File: src/rtl/ddr2b_pkg.sv
package ddr2b_pkg;
    // Encoding of the read/write select driven toward the memory
    typedef enum logic {
        DIR_WRITE = 1'b0,
        DIR_READ  = 1'b1
    } dir_e;
endpackage

File: src/rtl/ddr2b_sched.sv
// Slot reservation of the shared data bus and the write data pipe.
// Bit i of a reservation vector stands for the slot i ticks from now.
module ddr2b_sched #(
    parameter int DW            = 18,
    parameter int WR_HALF       = 2,
    parameter int RD_HALF_NORM  = 5,
    parameter int RD_HALF_SHORT = 2
) (
    input  logic          clk,
    input  logic          rst_n,
    input  logic          issue_slot_i,
    input  logic          cfg_short_i,
    input  logic          req_valid_i,
    input  logic          req_write_i,
    input  logic [DW-1:0] wdata0_i,
    input  logic [DW-1:0] wdata1_i,
    output logic          ready_o,
    output logic [DW-1:0] dq_out_o,
    output logic          dq_oe_o,
    output logic          rd_due_o
);
    localparam int RD_MAX  = (RD_HALF_NORM > RD_HALF_SHORT) ? RD_HALF_NORM : RD_HALF_SHORT;
    localparam int OFF_MAX = (RD_MAX > WR_HALF) ? RD_MAX : WR_HALF;
    localparam int RES_W   = OFF_MAX + 4;

    typedef struct packed {
        logic [RES_W-1:0]         wr_res;
        logic [RES_W-1:0]         rd_res;
        logic [RES_W-1:0][DW-1:0] wd;
    } sched_t;

    sched_t s_d, s_q;
    logic   clash;
    logic   same_b, opp_b;
    int     off;

    always_comb begin
        s_d        = s_q;
        s_d.wr_res = s_q.wr_res >> 1;
        s_d.rd_res = s_q.rd_res >> 1;
        for (int i = 0; i < RES_W - 1; i++) begin
            s_d.wd[i] = s_q.wd[i+1];
        end
        s_d.wd[RES_W-1] = '0;

        off = req_write_i ? WR_HALF : (cfg_short_i ? RD_HALF_SHORT : RD_HALF_NORM);

        // window of the new burst is off+1..off+2 from this slot,
        // the opposite direction also needs the neighbouring slots free
        clash  = 1'b0;
        same_b = 1'b0;
        opp_b  = 1'b0;
        for (int i = 0; i < RES_W; i++) begin
            same_b = req_write_i ? s_q.wr_res[i] : s_q.rd_res[i];
            opp_b  = req_write_i ? s_q.rd_res[i] : s_q.wr_res[i];
            if ((i == off + 1 || i == off + 2) && (same_b || opp_b)) begin
                clash = 1'b1;
            end
            if ((i == off || i == off + 3) && opp_b) begin
                clash = 1'b1;
            end
        end

        ready_o = issue_slot_i && !clash;

        if (ready_o && req_valid_i) begin
            for (int i = 0; i < RES_W; i++) begin
                if (req_write_i) begin
                    if (i == WR_HALF) begin
                        s_d.wr_res[i] = 1'b1;
                        s_d.wd[i]     = wdata0_i;
                    end
                    if (i == WR_HALF + 1) begin
                        s_d.wr_res[i] = 1'b1;
                        s_d.wd[i]     = wdata1_i;
                    end
                end else if (i == off || i == off + 1) begin
                    s_d.rd_res[i] = 1'b1;
                end
            end
        end
    end

    always_ff @(posedge clk or negedge rst_n) begin
        if (!rst_n) begin
            s_q <= '0;
        end else begin
            s_q <= s_d;
        end
    end

    assign dq_oe_o  = s_q.wr_res[0];
    assign dq_out_o = s_q.wd[0];
    assign rd_due_o = s_q.rd_res[0];

    // a driven slot never meets or touches an expected read slot
    assert_no_clash_R8 : assert property (@(posedge clk) disable iff (!rst_n)
        s_q.wr_res[0] |-> !(s_q.rd_res[0] || s_q.rd_res[1]));
    assert_no_clash_rd_R8 : assert property (@(posedge clk) disable iff (!rst_n)
        s_q.rd_res[0] |-> !s_q.wr_res[1]);
    // a driven slot is followed by exactly one more driven slot of the same burst
    assert_wr_pair_R3 : assert property (@(posedge clk) disable iff (!rst_n)
        ($rose(s_q.wr_res[0])) |=> s_q.wr_res[0]);
endmodule

File: src/rtl/ddr2b_capture.sv
// Collects read words behind the valid-data flag and pairs them.
module ddr2b_capture #(
    parameter int DW = 18
) (
    input  logic          clk,
    input  logic          rst_n,
    input  logic          qvld_i,
    input  logic [DW-1:0] dq_in_i,
    input  logic          rd_due_i,
    output logic          rsp_valid_o,
    output logic [DW-1:0] rsp_data0_o,
    output logic [DW-1:0] rsp_data1_o
);
    typedef struct packed {
        logic          flag;
        logic          second;
        logic          rv;
        logic [DW-1:0] hold0;
        logic [DW-1:0] d0;
        logic [DW-1:0] d1;
    } cap_t;

    cap_t c_d, c_q;

    always_comb begin
        c_d      = c_q;
        c_d.flag = qvld_i;
        c_d.rv   = 1'b0;
        if (c_q.flag) begin
            if (!c_q.second) begin
                c_d.hold0  = dq_in_i;
                c_d.second = 1'b1;
            end else begin
                c_d.rv     = 1'b1;
                c_d.d0     = c_q.hold0;
                c_d.d1     = dq_in_i;
                c_d.second = 1'b0;
            end
        end
    end

    always_ff @(posedge clk or negedge rst_n) begin
        if (!rst_n) begin
            c_q <= '0;
        end else begin
            c_q <= c_d;
        end
    end

    assign rsp_valid_o = c_q.rv;
    assign rsp_data0_o = c_q.d0;
    assign rsp_data1_o = c_q.d1;

    // a flagged slot only ever lands on a slot the scheduler reserved for a read
    assert_capture_window_R6 : assert property (@(posedge clk) disable iff (!rst_n)
        c_q.flag |-> rd_due_i);
    // results leave as single-slot pulses
    assert_rsp_pulse_R9 : assert property (@(posedge clk) disable iff (!rst_n)
        rsp_valid_o |=> !rsp_valid_o);
endmodule

File: src/rtl/ddr2b_ctrl.sv
module ddr2b_ctrl #(
    parameter int AW            = 20,
    parameter int DW            = 18,
    parameter int WR_HALF       = 2,
    parameter int RD_HALF_NORM  = 5,
    parameter int RD_HALF_SHORT = 2
) (
    input  logic          clk2x,
    input  logic          rst_n,
    input  logic          cfg_short_lat,
    input  logic          req_valid,
    output logic          req_ready,
    input  logic          req_write,
    input  logic [AW-1:0] req_addr,
    input  logic [DW-1:0] req_wdata0,
    input  logic [DW-1:0] req_wdata1,
    output logic          rsp_valid,
    output logic [DW-1:0] rsp_rdata0,
    output logic [DW-1:0] rsp_rdata1,
    output logic          mem_kphase,
    output logic          mem_ld_n,
    output logic          mem_rw,
    output logic [AW-1:0] mem_addr,
    output logic [DW-1:0] mem_dq_out,
    output logic          mem_dq_oe,
    input  logic [DW-1:0] mem_dq_in,
    input  logic          mem_qvld
);
    import ddr2b_pkg::*;

    typedef struct packed {
        logic          phase;
        logic          ld_n;
        logic          rw;
        logic [AW-1:0] addr;
    } ctrl_t;

    ctrl_t k_d, k_q;
    logic  issue_slot;
    logic  rd_due;
    logic  accept;

    // phase 1 is the half just before the memory clock rises
    assign issue_slot = k_q.phase;
    assign accept     = req_valid && req_ready;

    always_comb begin
        k_d       = k_q;
        k_d.phase = ~k_q.phase;
        if (issue_slot) begin
            k_d.ld_n = !accept;
            if (accept) begin
                k_d.rw   = req_write ? DIR_WRITE : DIR_READ;
                k_d.addr = req_addr;
            end
        end
    end

    always_ff @(posedge clk2x or negedge rst_n) begin
        if (!rst_n) begin
            k_q <= '{phase: 1'b0, ld_n: 1'b1, rw: DIR_READ, addr: '0};
        end else begin
            k_q <= k_d;
        end
    end

    assign mem_kphase = ~k_q.phase;
    assign mem_ld_n   = k_q.ld_n;
    assign mem_rw     = k_q.rw;
    assign mem_addr   = k_q.addr;

    ddr2b_sched #(
        .DW           (DW),
        .WR_HALF      (WR_HALF),
        .RD_HALF_NORM (RD_HALF_NORM),
        .RD_HALF_SHORT(RD_HALF_SHORT)
    ) u_sched (
        .clk         (clk2x),
        .rst_n       (rst_n),
        .issue_slot_i(issue_slot),
        .cfg_short_i (cfg_short_lat),
        .req_valid_i (req_valid),
        .req_write_i (req_write),
        .wdata0_i    (req_wdata0),
        .wdata1_i    (req_wdata1),
        .ready_o     (req_ready),
        .dq_out_o    (mem_dq_out),
        .dq_oe_o     (mem_dq_oe),
        .rd_due_o    (rd_due)
    );

    ddr2b_capture #(
        .DW(DW)
    ) u_cap (
        .clk        (clk2x),
        .rst_n      (rst_n),
        .qvld_i     (mem_qvld),
        .dq_in_i    (mem_dq_in),
        .rd_due_i   (rd_due),
        .rsp_valid_o(rsp_valid),
        .rsp_data0_o(rsp_rdata0),
        .rsp_data1_o(rsp_rdata1)
    );

    // a command starts only where the memory clock rises and lasts a full cycle
    assert_cmd_on_rise_R2 : assert property (@(posedge clk2x) disable iff (!rst_n)
        $fell(mem_ld_n) |-> mem_kphase);
    assert_cmd_held_R2 : assert property (@(posedge clk2x) disable iff (!rst_n)
        (!mem_ld_n && mem_kphase) |=> (!mem_ld_n && $stable(mem_addr) && $stable(mem_rw)));
    // an accepted request shows up as the next command with its direction
    assert_accept_issues_R7 : assert property (@(posedge clk2x) disable iff (!rst_n)
        (req_valid && req_ready) |=> (!mem_ld_n && mem_kphase && (mem_rw == !$past(req_write))));
    // the first write word follows a write command by one memory cycle
    assert_wr_source_R3 : assert property (@(posedge clk2x) disable iff (!rst_n)
        (mem_dq_oe && mem_kphase) |-> $past(!mem_ld_n && !mem_rw && mem_kphase, 2));
endmodule

File: config.mk
export PLATFORM = sky130hd
export DESIGN_NAME = ddr2b_ctrl
export DESIGN_NICKNAME = d
export VERILOG_FILES = /design/src/rtl/ddr2b_pkg.sv /design/src/rtl/ddr2b_sched.sv /design/src/rtl/ddr2b_capture.sv /design/src/rtl/ddr2b_ctrl.sv
export SDC_FILE = /design/constraint.sdc
export NUM_CORES = 1
export LEC_CHECK = 0
export ABC_AREA = 1
export BUFFER_PORTS_ARGS = -buffer_cell sky130_fd_sc_hd__buf_2
export CORE_MARGIN = 5
export CORE_UTILIZATION = 45
export DETAILED_ROUTE_END_ITERATION = 7
export GPL_TIMING_DRIVEN = 0
export PLACE_DENSITY = 0.77
export SLEW_MARGIN = 5
export SYNTH_ARGS = -nofsm -noshare
export SYNTH_HDL_FRONTEND = slang
export SYNTH_SLANG_ARGS = --single-unit
File: constraint.sdc
create_clock -name clk2x -period 2.1 [get_ports clk2x]
set_input_delay 0.315 -clock clk2x [delete_from_list [all_inputs] [get_ports clk2x]]
set_output_delay 0.315 -clock clk2x [all_outputs]
set_load 0.005 [all_outputs]
**Yosys cells after proc, flatten, opt, wreduce, memory -nomap -nowiden**

Index checks and enable logic that the tools add are counted.

- Add/subtract/negate cells: 3
- Eq/ne operators: 32
- Multiplexer cells: 69
- Bitwise gates (word level): 2
- Reduce and logical (&&, ||, !) cells: 65

Operators by type and width:

| operator | count |
|---|---|
| == test 4 x 32 -> 1 bit, first input constant | 16 |
| == test 3 x 32 -> 1 bit, first input constant | 8 |
| == test 2 x 32 -> 1 bit, first input constant | 4 |
| == test 5 x 32 -> 1 bit, first input constant | 4 |
| logical NOT 32 bit | 4 |
| 2-to-1 mux 36 bit | 2 |
| adder 32 x 3 -> 32 bit, second input constant | 2 |
| 2-to-1 mux 1 bit | 59 |
| 2-to-1 mux 55 bit | 1 |
| 2-to-1 mux 18 bit | 3 |
| logical OR 1 bit | 36 |
| adder 32 x 2 -> 32 bit, second input constant | 1 |
| 2-to-1 mux 32 bit | 1 |
| logical AND 1 bit | 20 |
| 2-to-1 mux 9 bit | 1 |
| AND reduction 2 bit | 3 |
| 2-to-1 mux 3 bit | 1 |
| logical NOT 1 bit | 2 |
| 2-to-1 mux 2 bit | 1 |
| NOT 1 bit | 2 |

- Flip-flop bits (word level): 165
- Input port bits: 80
- Output and inout bits: 80
- Word-level logic and storage cells: 187

**Longest topological paths before layout**

- Depth in word-level cells: 28
- Gate-level depth with buffers: 9
- Depth with buffers taken out: 8

**Cells and area by module**

From an unflattened synthesis, not the netlist that was laid out.

- Cells, all modules: 677
- Area, all modules: 6616.3 µm²

Modules (own cells, without submodules):

| module | times used | cells each | area each (µm²) | sequential area each (µm²) |
|---|---|---|---|---|
| ddr2b_sched | 1 | 303 | 3179.3 | 2127.0 |
| ddr2b_capture | 1 | 275 | 2507.4 | 1426.4 |
| ddr2b_ctrl | 1 | 99 | 929.6 | 578.1 |

**Worst setup path after synthesis**

OpenSTA, ideal clock, no wires.

- Kind: register to register
- Start: register u_sched.s_q[165] (netlist name)
- End: register k_q, in the netlist mem_addr[0]
- Arrival time: 1.138 ns
- Required time: 1.983 ns
- Path slack: 0.845 ns
- Cell stages (with the launch flop): 10
- Path buffers: 1
- Period minus slack after synthesis: 1.255 ns
- Path through: dfrtp_1 -> inv_1 -> nand2_1 -> nor2_1 -> nand2_1 -> nand2_1 -> nand3_1 -> buf_2 -> nand2_1 -> nand2_1

- Cells in the longest elaborated chain, start to end: 19
- Elaborated cells between the ends (all ways): 21
- Those cells by class: 14 x mux; 7 x reduce/logical

RTL lines:

| item | RTL line | text |
|---|---|---|
| start, declared | ddr2b_sched.sv:32 | `sched_t s_d, s_q;` |
| start signal, assigned | ddr2b_sched.sv:86 | `s_q <= '0;` |
| start signal, assigned | ddr2b_sched.sv:88 | `s_q <= s_d;` |
| 2-to-1 mux 1 bit, on equally long branches | ddr2b_sched.sv:54, ddr2b_sched.sv:55 |  |
| logical OR 1 bit | ddr2b_sched.sv:56 | `if ((i == off + 1 \|\| i == off + 2) && (same_b \|\| opp_b)) begin` |
| logical AND 1 bit | ddr2b_sched.sv:56 |  |
| 2-to-1 mux 1 bit | ddr2b_sched.sv:56 |  |
| 2-to-1 mux 1 bit (*) | ddr2b_sched.sv:59 | `if ((i == off \|\| i == off + 3) && opp_b) begin` |
| 2-to-1 mux 1 bit (*) | ddr2b_sched.sv:56 |  |
| 2-to-1 mux 1 bit (*) | ddr2b_sched.sv:59 |  |
| 2-to-1 mux 1 bit (*) | ddr2b_sched.sv:56 |  |
| [... 3 more ...] | - |  |
| 2-to-1 mux 1 bit (*) | ddr2b_sched.sv:56 |  |
| 2-to-1 mux 1 bit (*) | ddr2b_sched.sv:59 |  |
| 2-to-1 mux 1 bit (*) | ddr2b_sched.sv:56 |  |
| 2-to-1 mux 1 bit (*) | ddr2b_sched.sv:59 |  |
| logical NOT 1 bit (*) | ddr2b_sched.sv:64 | `ready_o = issue_slot_i && !clash;` |
| logical AND 1 bit (*) | ddr2b_sched.sv:64 |  |
| logical AND 1 bit (*) | ddr2b_ctrl.sv:45 | `assign accept = req_valid && req_ready;` |
| AND reduction 2 bit (no source line) (*) | - |  |
| end signal, assigned | ddr2b_ctrl.sv:61 | `k_q <= '{phase: 1'b0, ld_n: 1'b1, rw: DIR_READ, addr: '0};` |
| end signal, assigned | ddr2b_ctrl.sv:63 | `k_q <= k_d;` |
| end, declared | ddr2b_ctrl.sv:38 | `ctrl_t k_d, k_q;` |

Mark *: on every way between the ends. The rest lies on a longest branch, timed or not.
A chain may end at the register's enable or synchronous reset.

**Final worst setup path**

- Start: register u_sched.s_q[165] (netlist name)
- End: output req_ready

- Cells in the longest elaborated chain, start to end: 17
- Elaborated cells between the ends (all ways): 19
- Those cells by class: 14 x mux; 5 x reduce/logical

RTL lines:

| item | RTL line | text |
|---|---|---|
| 2-to-1 mux 1 bit, on equally long branches | ddr2b_sched.sv:54, ddr2b_sched.sv:55 |  |
| logical OR 1 bit | ddr2b_sched.sv:56 |  |
| logical AND 1 bit | ddr2b_sched.sv:56 |  |
| 2-to-1 mux 1 bit | ddr2b_sched.sv:56 |  |
| 2-to-1 mux 1 bit (*) | ddr2b_sched.sv:59 |  |
| 2-to-1 mux 1 bit (*) | ddr2b_sched.sv:56 |  |
| 2-to-1 mux 1 bit (*) | ddr2b_sched.sv:59 |  |
| 2-to-1 mux 1 bit (*) | ddr2b_sched.sv:56 |  |
| 2-to-1 mux 1 bit (*) | ddr2b_sched.sv:59 |  |
| 2-to-1 mux 1 bit (*) | ddr2b_sched.sv:56 |  |
| 2-to-1 mux 1 bit (*) | ddr2b_sched.sv:59 |  |
| 2-to-1 mux 1 bit (*) | ddr2b_sched.sv:56 |  |
| 2-to-1 mux 1 bit (*) | ddr2b_sched.sv:59 |  |
| 2-to-1 mux 1 bit (*) | ddr2b_sched.sv:56 |  |
| 2-to-1 mux 1 bit (*) | ddr2b_sched.sv:59 |  |
| logical NOT 1 bit (*) | ddr2b_sched.sv:64 |  |
| logical AND 1 bit (*) | ddr2b_sched.sv:64 |  |
| end, declared | ddr2b_ctrl.sv:12 | `output logic req_ready,` |

Marked as above.

==> metrics.cfg <==
[run_status]
status = complete, no violations

[synth]
synth.distinct_cells = 18
synth_compound_gate_area_share_pct = 3.19
synthCells = 650
syn_area_per_cell_um2 = 9.71
synth_top_family_by_area = simple AND/OR/NAND/NOR gates
synth_common_cells = nand2_1, dfrtp_1, buf_4
netlist_area_um2 = 6310
synth-edff-count = 0
yosysMostFrequentCell = nand2_1
ys_warn_count = 0
syn-num-nets = 730
synthAdderAreaFrac_pct = 0
synth.area.top_cells = dfrtp_1, nand2_1, buf_4
synth_top_area_cell = dfrtp_1
ys_ff_latch = 163
synth.top_cell.area_share_pct = 63.9
synth_mux_area_share_pct = 0
synthXorXnorAreaFrac_pct = 0.139
async_flop_share_pct = 100
synth_flop_cell = dfrtp_1
yosysSeqAreaShare_pct = 64.7
synth-simple-area-share_pct = 20.5

[clock_network]
cts_tree = done
clock_sinks = 163
numCtsBuffers = 17
htree_levels = 4
worstSkewPairLatency_ns = 0.42
root_buffer = clkbuf_16
path_clk_slew_ns = 0.07
clockBufferDepth = 2

[place]
dpl.hpwl_um = 9260
place_congestion = 0.816
io_buffers = 158

[grt]
antenna_found_initial = 0
grt_pass1_vias = 4568
track_usage_pct = 16.4
grt_max_degree = 122
grt_pass1_wl_um = 21500
overflow = 0

[sta]
post-route-min-period_ns = 1.94
setup_tns_ns = 0
rsz0062_at_grt = no
max_freq_mhz = 516
fin_skew_ns = 0.00894
max_slew_margin_pct = 61.3
drv_slew = 0
finalHoldViolations = 0
period_share_pct = 92.3
setup_violations = 0
whs_ns = 0.0927
tightest_slew_ns = 0.580

[floorplan]
start_util_pct = 45.6
fp.dieW_um = 128
die_y_um = 128
core_um2 = 13800
rows = 43
io_pins = 160
die_area_um2 = 16500

[pwr]
total_leakage_power_nw = 4.61
peakVddDrop_mv = 0.529
powerDensity_nw_per_um2 = 1140

[setup_path]
critical_path.startpoint_type = flop
slowest_stage = dfrtp_1
end_kind = output pin
required_ns = 1.78
worst-path-max-fanout = 9
path_cells = inv_1, nand2_1, nor2_1, nand2_1, nand2_1, and2_1, buf_2
crit_family = simple AND/OR/NAND/NOR gates
max_stage_delay_ns = 0.38
critPathArrivalTime_ns = 1.62
path_class = reg2out
cp_common_cell = nand2_1
cp.buffers_inverters = 2

[layout]
area_growth_pct = 26.3
antenna_cells = 0
drive_gt1_share_pct = 31.8
final_net_count = 910
seqCellArea_um2 = 4080
multi_input_area_um2 = 1510
fillers = 1180

[routing]
drtIter0Drc = 338
drtPass1Iterations = 4
final_antenna_net_count = 0
vias = 4589
routed_wirelength_um = 13000
vias_per_cell = 4.49
wire_per_inst_um = 12.7
drc = 0

[worst_hold_path]
hp-class = in2reg

[job]
drv_cap = 0

## worst paths after layout
path                                  start               to  slack [ns]  cells past startpoint
setup / recovery           u_sched.s_q[165]        req_ready        0.16                      7
hold / removal               req_wdata1[14]  u_sched.s_q[68]        0.09                      3
setup reg to reg           u_sched.s_q[165]  u_sched.s_d[30]        0.43                      9
hold reg to reg             u_sched.s_d[22]   u_sched.s_d[4]        0.35                      0
max in group asynchronous             rst_n    u_cap.c_q[46]        0.85                      3
min in group asynchronous             rst_n       issue_slot        0.37                      2
## where the power goes
part | internal, mW | switching, mW
Combinational | 1.03 | 0.954
Sequential | 3.77 | 0.327
Clock | 1.60 | 1.41
Total | 6.39 | 2.69
## metrics by stage
| stage | instances | setup slack (ns) | total power [mW] | utilization, % | area [um2] |
|---|---|---|---|---|---|
| 6_report | 1023 | 0.161 | 9.08 | 57.7 | 7970 |
| 5_1_grt | 1023 | 0.0629 | 9.63 | 57.7 | 7970 |
| 4_1_cts | 1023 | 0.141 | 9.18 | 57.7 | 7970 |
| 3_5_place_dp | 989 | 0.358 | 6.15 | 53.3 | 7360 |
| 3_3_place_gp | 988 | -1.68 | 6.08 | 53.0 | 7330 |
| 2_1_floorplan | 650 | 0.845 | 5.31 | - | 6310 |
## worst min-delay path, delay by kind of cell
family	cells	cell delay (ns)
AND/OR/NAND/NOR	1	0.03
buffers and inverters	2	0.13
## routing by layer
metal	vias up	track usage, %	wire (um)
met5	-	0	0
met4	0	5.93	176
met1	2093	21.4	5790
li1	2341	-	-
met2	138	26.4	6030
met3	17	4.86	971
## what timing repair did
action / CTS / global route
hold endpoints to repair: 41 / 0
hold buffers: 2 / 0
resized for setup: 0 / 0
buffers inserted: 0 / 0
setup endpoints to repair: 0 / 0
## cells by family after synthesis
| group | Yosys count |
|---|---|
| other | 1 |
| buffers and inverters | 131 |
| xor gates and xnor gates | 1 |
| DFF | 163 |
| and+or+nand+nor | 315 |
| AOI/OAI and AO/OA | 39 |
## flip-flops by register name, indices dropped and copies added (netlist names)
signal and cells:
u_cap.rsp_valid_o 1, issue_slot 1, u_cap.rsp_data0_o 18, u_sched.s_q 26
u_sched.dq_out_o 18, mem_addr 20, u_cap.rsp_data1_o 18, u_cap.c_q 20
mem_ld_n 1, mem_rw 1, u_sched.dq_oe_o 1, u_sched.s_d 38
## cells in the final DEF, fill, tap and decap left out, types with 2 or more instances in the layout
cell type / n
nand2_1: 249
buf_2: 176
dfrtp_1: 161
buf_4: 54
nand4_1: 43
inv_1: 41
o21ai_0: 37
nor2_1: 20
clkbuf_16: 17
clkbuf_1: 16
inv_6: 5
inv_8: 4
clkinv_8: 3
clkinv_4: 2
dlygate4sd3_1: 2
dfstp_2: 2
## layout make-up
cell class | instances | share of cell area, %
tap | 180 | 2.83
inverter | 42 | 1.98
buffer | 89 | 7.03
multi-input combinational | 356 | 18.9
sequential | 163 | 51.2
clock inverter | 15 | 2.04
clock buffer | 17 | 5.34
timing repair buffer | 161 | 10.6
Power figures use the tool's default switching activity.
